<file path="config.mk">
export PLATFORM = sky130hd
export DESIGN_NAME = replica_voter
export DESIGN_NICKNAME = d
export VERILOG_FILES = /design/src/rtl/replica_voter.sv
export SDC_FILE = /design/constraint.sdc
export NUM_CORES = 1
export LEC_CHECK = 0
export ABC_CLOCK_PERIOD_IN_PS = 3950
export BUFFER_PORTS_ARGS = -buffer_cell sky130_fd_sc_hd__buf_2
export CELL_PAD_IN_SITES_DETAIL_PLACEMENT = 1
export CELL_PAD_IN_SITES_GLOBAL_PLACEMENT = 1
export CORE_AREA = 2 2 247 127
export DETAILED_ROUTE_END_ITERATION = 8
export DIE_AREA = 0 0 249 129
export PLACE_DENSITY_LB_ADDON = 0.25
export SYNTH_ARGS = -nofsm -noshare
export SYNTH_HDL_FRONTEND = slang
export SYNTH_SLANG_ARGS = --single-unit
</file>
<file path="constraint.sdc">
create_clock -name clk -period 3.95 [get_ports clk]
set_clock_uncertainty 0.2 [all_clocks]
set_input_delay 0.1975 -clock clk [delete_from_list [all_inputs] [get_ports clk]]
set_output_delay 0.1975 -clock clk [all_outputs]
set_load 0.02 [all_outputs]
</file>
<file path="src/rtl/replica_voter.sv">
module replica_voter #(
  parameter int W = 32
) (
  input  logic         clk,
  input  logic         rst_n,
  input  logic         rep0_vld,
  input  logic [W-1:0] rep0_data,
  input  logic         rep1_vld,
  input  logic [W-1:0] rep1_data,
  input  logic         rep2_vld,
  input  logic [W-1:0] rep2_data,
  input  logic         win_close,
  output logic [W-1:0] vote_data,
  output logic         vote_ok,
  output logic         no_major,
  output logic         all_absent
);

  logic [2:0]   held;
  logic [W-1:0] h0, h1, h2;

  wire [2:0] arr  = {rep2_vld, rep1_vld, rep0_vld};
  wire [2:0] take = arr & ~held;
  wire [2:0] pres = held | arr;

  always_ff @(posedge clk) begin
    if (!rst_n) begin
      held <= '0;
      h0   <= '0;
      h1   <= '0;
      h2   <= '0;
    end else begin
      if (take[0]) h0 <= rep0_data;
      if (take[1]) h1 <= rep1_data;
      if (take[2]) h2 <= rep2_data;
      held <= win_close ? 3'b000 : pres;
    end
  end

  wire [W-1:0] e0 = held[0] ? h0 : rep0_data;
  wire [W-1:0] e1 = held[1] ? h1 : rep1_data;
  wire [W-1:0] e2 = held[2] ? h2 : rep2_data;

  wire pair01 = pres[0] & pres[1] & (e0 == e1);
  wire pair02 = pres[0] & pres[2] & (e0 == e2);
  wire pair12 = pres[1] & pres[2] & (e1 == e2);

  wire [1:0] n_pres = 2'(pres[0]) + 2'(pres[1]) + 2'(pres[2]);

  logic         ok_c, nm_c, ab_c;
  logic [W-1:0] val_c;

  always_comb begin
    ok_c  = 1'b0;
    nm_c  = 1'b0;
    ab_c  = 1'b0;
    val_c = '0;
    case (n_pres)
      2'd0: ab_c = 1'b1;
      2'd1: begin
        ok_c  = 1'b1;
        val_c = pres[0] ? e0 : (pres[1] ? e1 : e2);
      end
      default: begin
        if (pair01 | pair02) begin
          ok_c  = 1'b1;
          val_c = e0;
        end else if (pair12) begin
          ok_c  = 1'b1;
          val_c = e1;
        end else begin
          nm_c = 1'b1;
        end
      end
    endcase
  end

  always_ff @(posedge clk) begin
    if (!rst_n) begin
      vote_data  <= '0;
      vote_ok    <= 1'b0;
      no_major   <= 1'b0;
      all_absent <= 1'b0;
    end else if (win_close) begin
      vote_data  <= val_c;
      vote_ok    <= ok_c;
      no_major   <= nm_c;
      all_absent <= ab_c;
    end
  end

endmodule

</file>
==> run_results.csv, run 1 <==
group,metric,value,unit
outcome,status,"complete, no violations",
die,core,29900,um2
routing,viasPerCell,5.32,
global_routing,grt_pass1_vias,9613,
placement,gp_congestion,0.925,
clocking,clk_pin_slew,70,ps
final_layout,area_growth,34.2,%
routing,met3_length,3510,um
routing,firstDrtPassIters,5,
global_routing,grt_first_pass_wirelength,61900,um
setup_path,worstSetupPathType,"register to register",
timing,hold_viol,0,
synthesis,ys_ff_latch,134,
setup_path,required,4080,ps
placement,preCtsSetupSlack,241,ps
synthesis,seq_area_frac_synth,30.1,%
timing,post-route-min-period,3750,ps
setup_path,end_kind,"register",
setup_path,critPathLaunchType,"register",
synthesis,yosysWarnings,0,
die,placementRows,45,
routing,wl_per_cell,23.2,um
routing,route.vias.total,9503,
clocking,clock_sinks,134,
flow_run,cap_violations,0,
clocking,htreeDepth,4,
synthesis,syn_nets,1230,
timing,fmax,267,MHz
routing,final_antenna_net_count,0,
synthesis,synth_edf_count,0,
pwr,power.leakage,4.62,nW
routing,topRoutingLayerUsed,"met4",
routing,drt-initial-drc-count,593,
placement,port_buffers,136,
synthesis,syn_inst,1126,
routing,m1WireLength,21100,um
clocking,post-cts-setup-buffers,0,
final_layout,fin_util,40.0,%
clocking,cts_tree,"done",
global_routing,global_route.usage.total,26.1,%
global_routing,grt_max_degree,92,
synthesis,ys_types,44,
setup_path,worst-path-max-fanout,43,
clocking,numCtsBuffers,17,
clocking,clockBufferDepth,2,
global_routing,grt_overflow,0,
synthesis,yosys_most_used_dff,"dfxtp_1",
setup_path,reg2reg_depth,9,
routing,drt_wl_total,41400,um
timing,setup_violations,0,
die,dieArea,32100,um2
die,start_util,29.8,%
die,dieHeight,129,um
timing,setup_ws,201,ps
placement,dp_hpwl,30900,um
die,pin_count,137,
setup_path,worstPathArrival,3880,ps
setup_path,rrSetupSlack,200,ps
clocking,cts-root-buf,"clkbuf_16",
hold_path,hp-class,"input pin to register",
routing,drc,0,
synthesis,synthesis.area,8910,um2
timing,rsz0062_at_grt,"no",
timing,setup_tns,0,ps
pwr,p_per_area,360,nW/um2
hold_path,holdPathStages,5,
timing,tightest_slew,933,ps
final_layout,mostFrequentLayoutCell,"nand2_1",
synthesis,syn_area_per_cell,7.91,um2
final_layout,most-common-layout-cells,"nand2_1, buf_2, dfxtp_1, dlygate4sd3_1, a21boi_0",
final_layout,fin_nets,1477,
clocking,clock_latency,460,ps
routing,dr_wl_met2,16400,um
global_routing,antenna_found_initial,0,
synthesis,synth-async-reset-ratio,0,%
timing,fin_crit_sh,94.9,%
timing,slew_viol_final,0,
timing,relSlewSlack,36.0,%
final_layout,fillers,3594,
final_layout,drive_gt1_share,19.3,%
pwr,vdd.ir_drop.worst,0.000320,V
die,die_w,249,um
[kinds of logic after synthesis]
| group | Yosys count | synth area share (%) |
|---|---|---|
| AND/OR/NAND/NOR | 367 | 20.2 |
| multiplexers | 97 | 11.0 |
| buffers and inverters | 101 | 5.53 |
| adder cells (fa/ha/maj) | 2 | 0.365 |
| XOR/XNOR | 96 | 9.44 |
| AO/OA/AOI/OAI | 329 | 23.4 |
| flip-flops | 134 | 30.1 |
[critical path: stages, from the launching register on]
cell and delay, ps:
dfxtp_4 750, buf_4 250, mux2i_1 620, xor2_1 170
nor4_1 250, nand3_1 220, or4_1 520, buf_4 280
nand4b_1 210, a31oi_1 100
[where the power goes]
| group | internal, W | switching, W |
|---|---|---|
| clock | 0.00102 | 0.000671 |
| sequential | 0.00143 | 0.0000639 |
| combinational | 0.000449 | 0.000661 |
| total | 0.00291 | 0.00140 |
[metrics by stage]
step / std cells / cell area (um2) / hold WS, ps / total power (W)
4_1_cts: 1785 / 11900 / 122 / 0.00431
5_1_grt: 1785 / 12000 / 174 / 0.00447
2_1_floorplan: 1126 / 8910 / 138 / 0.00208
3_5_place_dp: 1655 / 10400 / 258 / 0.00254
6_report: 1786 / 12000 / 148 / 0.00430
3_3_place_gp: 1655 / 10400 / 249 / 0.00253
[final timing paths]
kind / startpoint / endpoint
worst max register to register: held[0] / vote_data[17]
worst max-delay path: held[0] / vote_data[17]
worst min register to register: h1[19] / h1[19]
worst min-delay path: win_close / no_major
[state kept, by name, indices dropped and copies added (netlist names)]
register	flops
all_absent	1
h2	32
vote_ok	1
h1	32
no_major	1
h0	32
vote_data	32
held	3
[synth_stat cells, types with 17 or more instances]
cell | instances | area, um2
dfxtp_1 | 134 | 2680
o21bai_1 | 30 | 225
xnor2_1 | 57 | 499
nand2_1 | 232 | 871
nor4_1 | 17 | 106
a21boi_0 | 96 | 721
mux2i_1 | 95 | 951
nand4b_1 | 32 | 280
xor2_1 | 39 | 342
clkbuf_1 | 68 | 255
a31oi_1 | 32 | 200
o21ai_0 | 75 | 375
a211oi_1 | 26 | 195
a21oi_1 | 63 | 315
and2_1 | 26 | 163
[area by class of cell]
class	instances	area [um2]	share of cell area [%]
clock buffers	24	472	3.95
inverters	6	22.5	0.188
clock inverters	8	124	1.04
well taps	399	499	4.18
repair buffers	323	2380	19.9
flip-flops and latches	134	2690	22.5
diodes	1	2.50	0.0209
multi-input cells	891	5760	48.2
[routing by layer]
layer | global-route usage (%) | up-vias
met2 | 36.9 | 334
met4 | 6.49 | 0
met5 | 0 | -
met3 | 7.47 | 34
met1 | 38.5 | 4668
li1 | - | 4467
[repair_timing]
action | in CTS | in global routing
hold endpoints to repair | 98 | 0
gates resized for setup | 0 | 1
hold buffers | 98 | 0
setup endpoints to repair | 0 | 34
(Power assumes the default switching activity.)
==> run 2: changes to the inputs <==
ABC_CLOCK_PERIOD_IN_PS = 3740   (was 3950)
clock period = 3.74 ns   (was 3.95 ns; I/O delays follow)
==> run_results.csv, run 2 (synthesis gave the netlist of run 1 again) <==
group,metric,value,unit
clocking,numCtsBuffers,17,
clocking,htreeDepth,4,
routing,drt-initial-drc-count,645,
clocking,cts-root-buf,"clkbuf_16",
timing,setup_tns,0,ps
final_layout,most-common-layout-cells,"nand2_1, buf_2, dfxtp_1, dlygate4sd3_1, a21boi_0",
outcome,status,"complete, no violations",
timing,setup_ws,173,ps
clocking,post-cts-setup-buffers,0,
timing,rsz0062_at_grt,"no",
routing,viasPerCell,5.29,
final_layout,area_growth,34.5,%
routing,met3_length,3490,um
die,start_util,29.8,%
hold_path,hp-class,"input pin to register",
routing,drt_wl_total,41200,um
pwr,sequentialPowerShare,34.9,%
timing,post-route-min-period,3570,ps
routing,route.vias.total,9452,
final_layout,mostFrequentLayoutCell,"nand2_1",
setup_path,required,3870,ps
die,die_w,249,um
final_layout,drive_gt1_share,19.5,%
final_layout,fillers,3606,
global_routing,grt_max_degree,104,
timing,slew_viol_final,0,
pwr,vdd.ir_drop.worst,0.000334,V
timing,fmax,280,MHz
pwr,combPwrFrac,25.9,%
final_layout,fin_util,40.1,%
timing,tightest_slew,1050,ps
final_layout,design_area,12000,um2
clocking,clock_latency,460,ps
setup_path,end_kind,"register",
placement,port_buffers,136,
die,dieArea,32100,um2
die,dieHeight,129,um
die,pin_count,137,
placement,gp_congestion,0.956,
routing,dr_wl_met2,16000,um
setup_path,worstSetupPathType,"register to register",
global_routing,grt_first_pass_wirelength,60800,um
routing,topRoutingLayerUsed,"met4",
routing,drc,0,
global_routing,grt_overflow,0,
global_routing,global_route.usage.total,25.7,%
routing,wl_per_cell,23.0,um
flow_run,cap_violations,0,
pwr,switching_share,33.4,%
placement,postPlaceCellArea,10400,um2
placement,preCtsSetupSlack,259,ps
setup_path,worst-path-max-fanout,29,
clocking,clockBufferDepth,2,
setup_path,critPathLaunchType,"register",
setup_path,worstPathArrival,3700,ps
pwr,p_per_area,378,nW/um2
routing,m1WireLength,21300,um
routing,firstDrtPassIters,5,
routing,final_antenna_net_count,0,
placement,dp_hpwl,30800,um
die,core,29900,um2
pwr,power.switching,0.00151,W
final_layout,fin_nets,1477,
pwr,clockPowerShare,39.2,%
pwr,power.leakage,4.63,nW
timing,setup_violations,0,
die,placementRows,45,
timing,hold_viol,0,
pwr,power.internal,0.00302,W
timing,relSlewSlack,30.2,%
global_routing,grt_pass1_vias,9334,
timing,fin_crit_sh,95.4,%
global_routing,antenna_found_initial,1,
clocking,cts_tree,"done",
clocking,clk_pin_slew,70,ps
clocking,clock_sinks,134,
==> run 2: final cells by class <==
type                            instances  area, um2  share of cell area [%]
Inverter                                6       22.5                   0.188
Multi-Input combinational cell        891       5760                    48.1
Clock inverter                         13        143                    1.19
Clock buffer                           19        454                    3.79
Sequential cell                       134       2690                    22.4
Tap cell                              399        499                    4.17
Antenna cell                            1       2.50                  0.0209
Timing Repair Buffer                  323       2410                    20.1
==> run 2: power groups by stage <==
stage,sequential [W],combinational [W],clock (W)
3_5_place_dp,0.00161,0.00107,0
3_3_place_gp,0.00161,0.00106,0
4_1_cts,0.00158,0.00115,0.00182
2_1_floorplan,0.00161,0.000585,0
5_1_grt,0.00159,0.00125,0.00187
6_report,0.00158,0.00117,0.00178
==> run 2: what timing repair did <==
action / CTS / global route
hold buffers: 98 / 0
gates resized for setup: 0 / 1
endpoints found under the setup margin: 0 / 3
hold endpoints to repair: 98 / 0
==> run 2: metal layers <==
layer / global-route usage (%) / vias up
met3: 8.25 / 24
li1: - / 4475
met2: 35.3 / 296
met4: 5.70 / 0
met1: 38.3 / 4657
met5: 0 / -
==> run 2: through the flow <==
| stage | hold slack (ps) | instances | total power, W |
|---|---|---|---|
| after floorplan | 127 | 1126 | 0.00220 |
| after global placement | 248 | 1655 | 0.00267 |
| after detailed placement | 257 | 1655 | 0.00268 |
| after CTS | 167 | 1785 | 0.00455 |
| after global routing | 205 | 1785 | 0.00472 |
| final | 203 | 1786 | 0.00453 |
==> run 2: final timing paths <==
check / from / end / slack (ps) / cells after the start
max: held[1] / vote_data[28] / 170 / 9
min: win_close / no_major / 200 / 4
max reg2reg: held[1] / vote_data[28] / 170 / 9
min reg2reg: h1[13] / h1[13] / 270 / 2
==> run 2: worst max-delay path, stage by stage, from the launching register on <==
cell and delay [ps]:
dfxtp_2 510, buf_12 250, mux2i_1 650, xor2_1 230
nor4_1 270, nand4_1 240, or4_1 600, buf_4 250
nand4b_1 130, a31oi_1 100
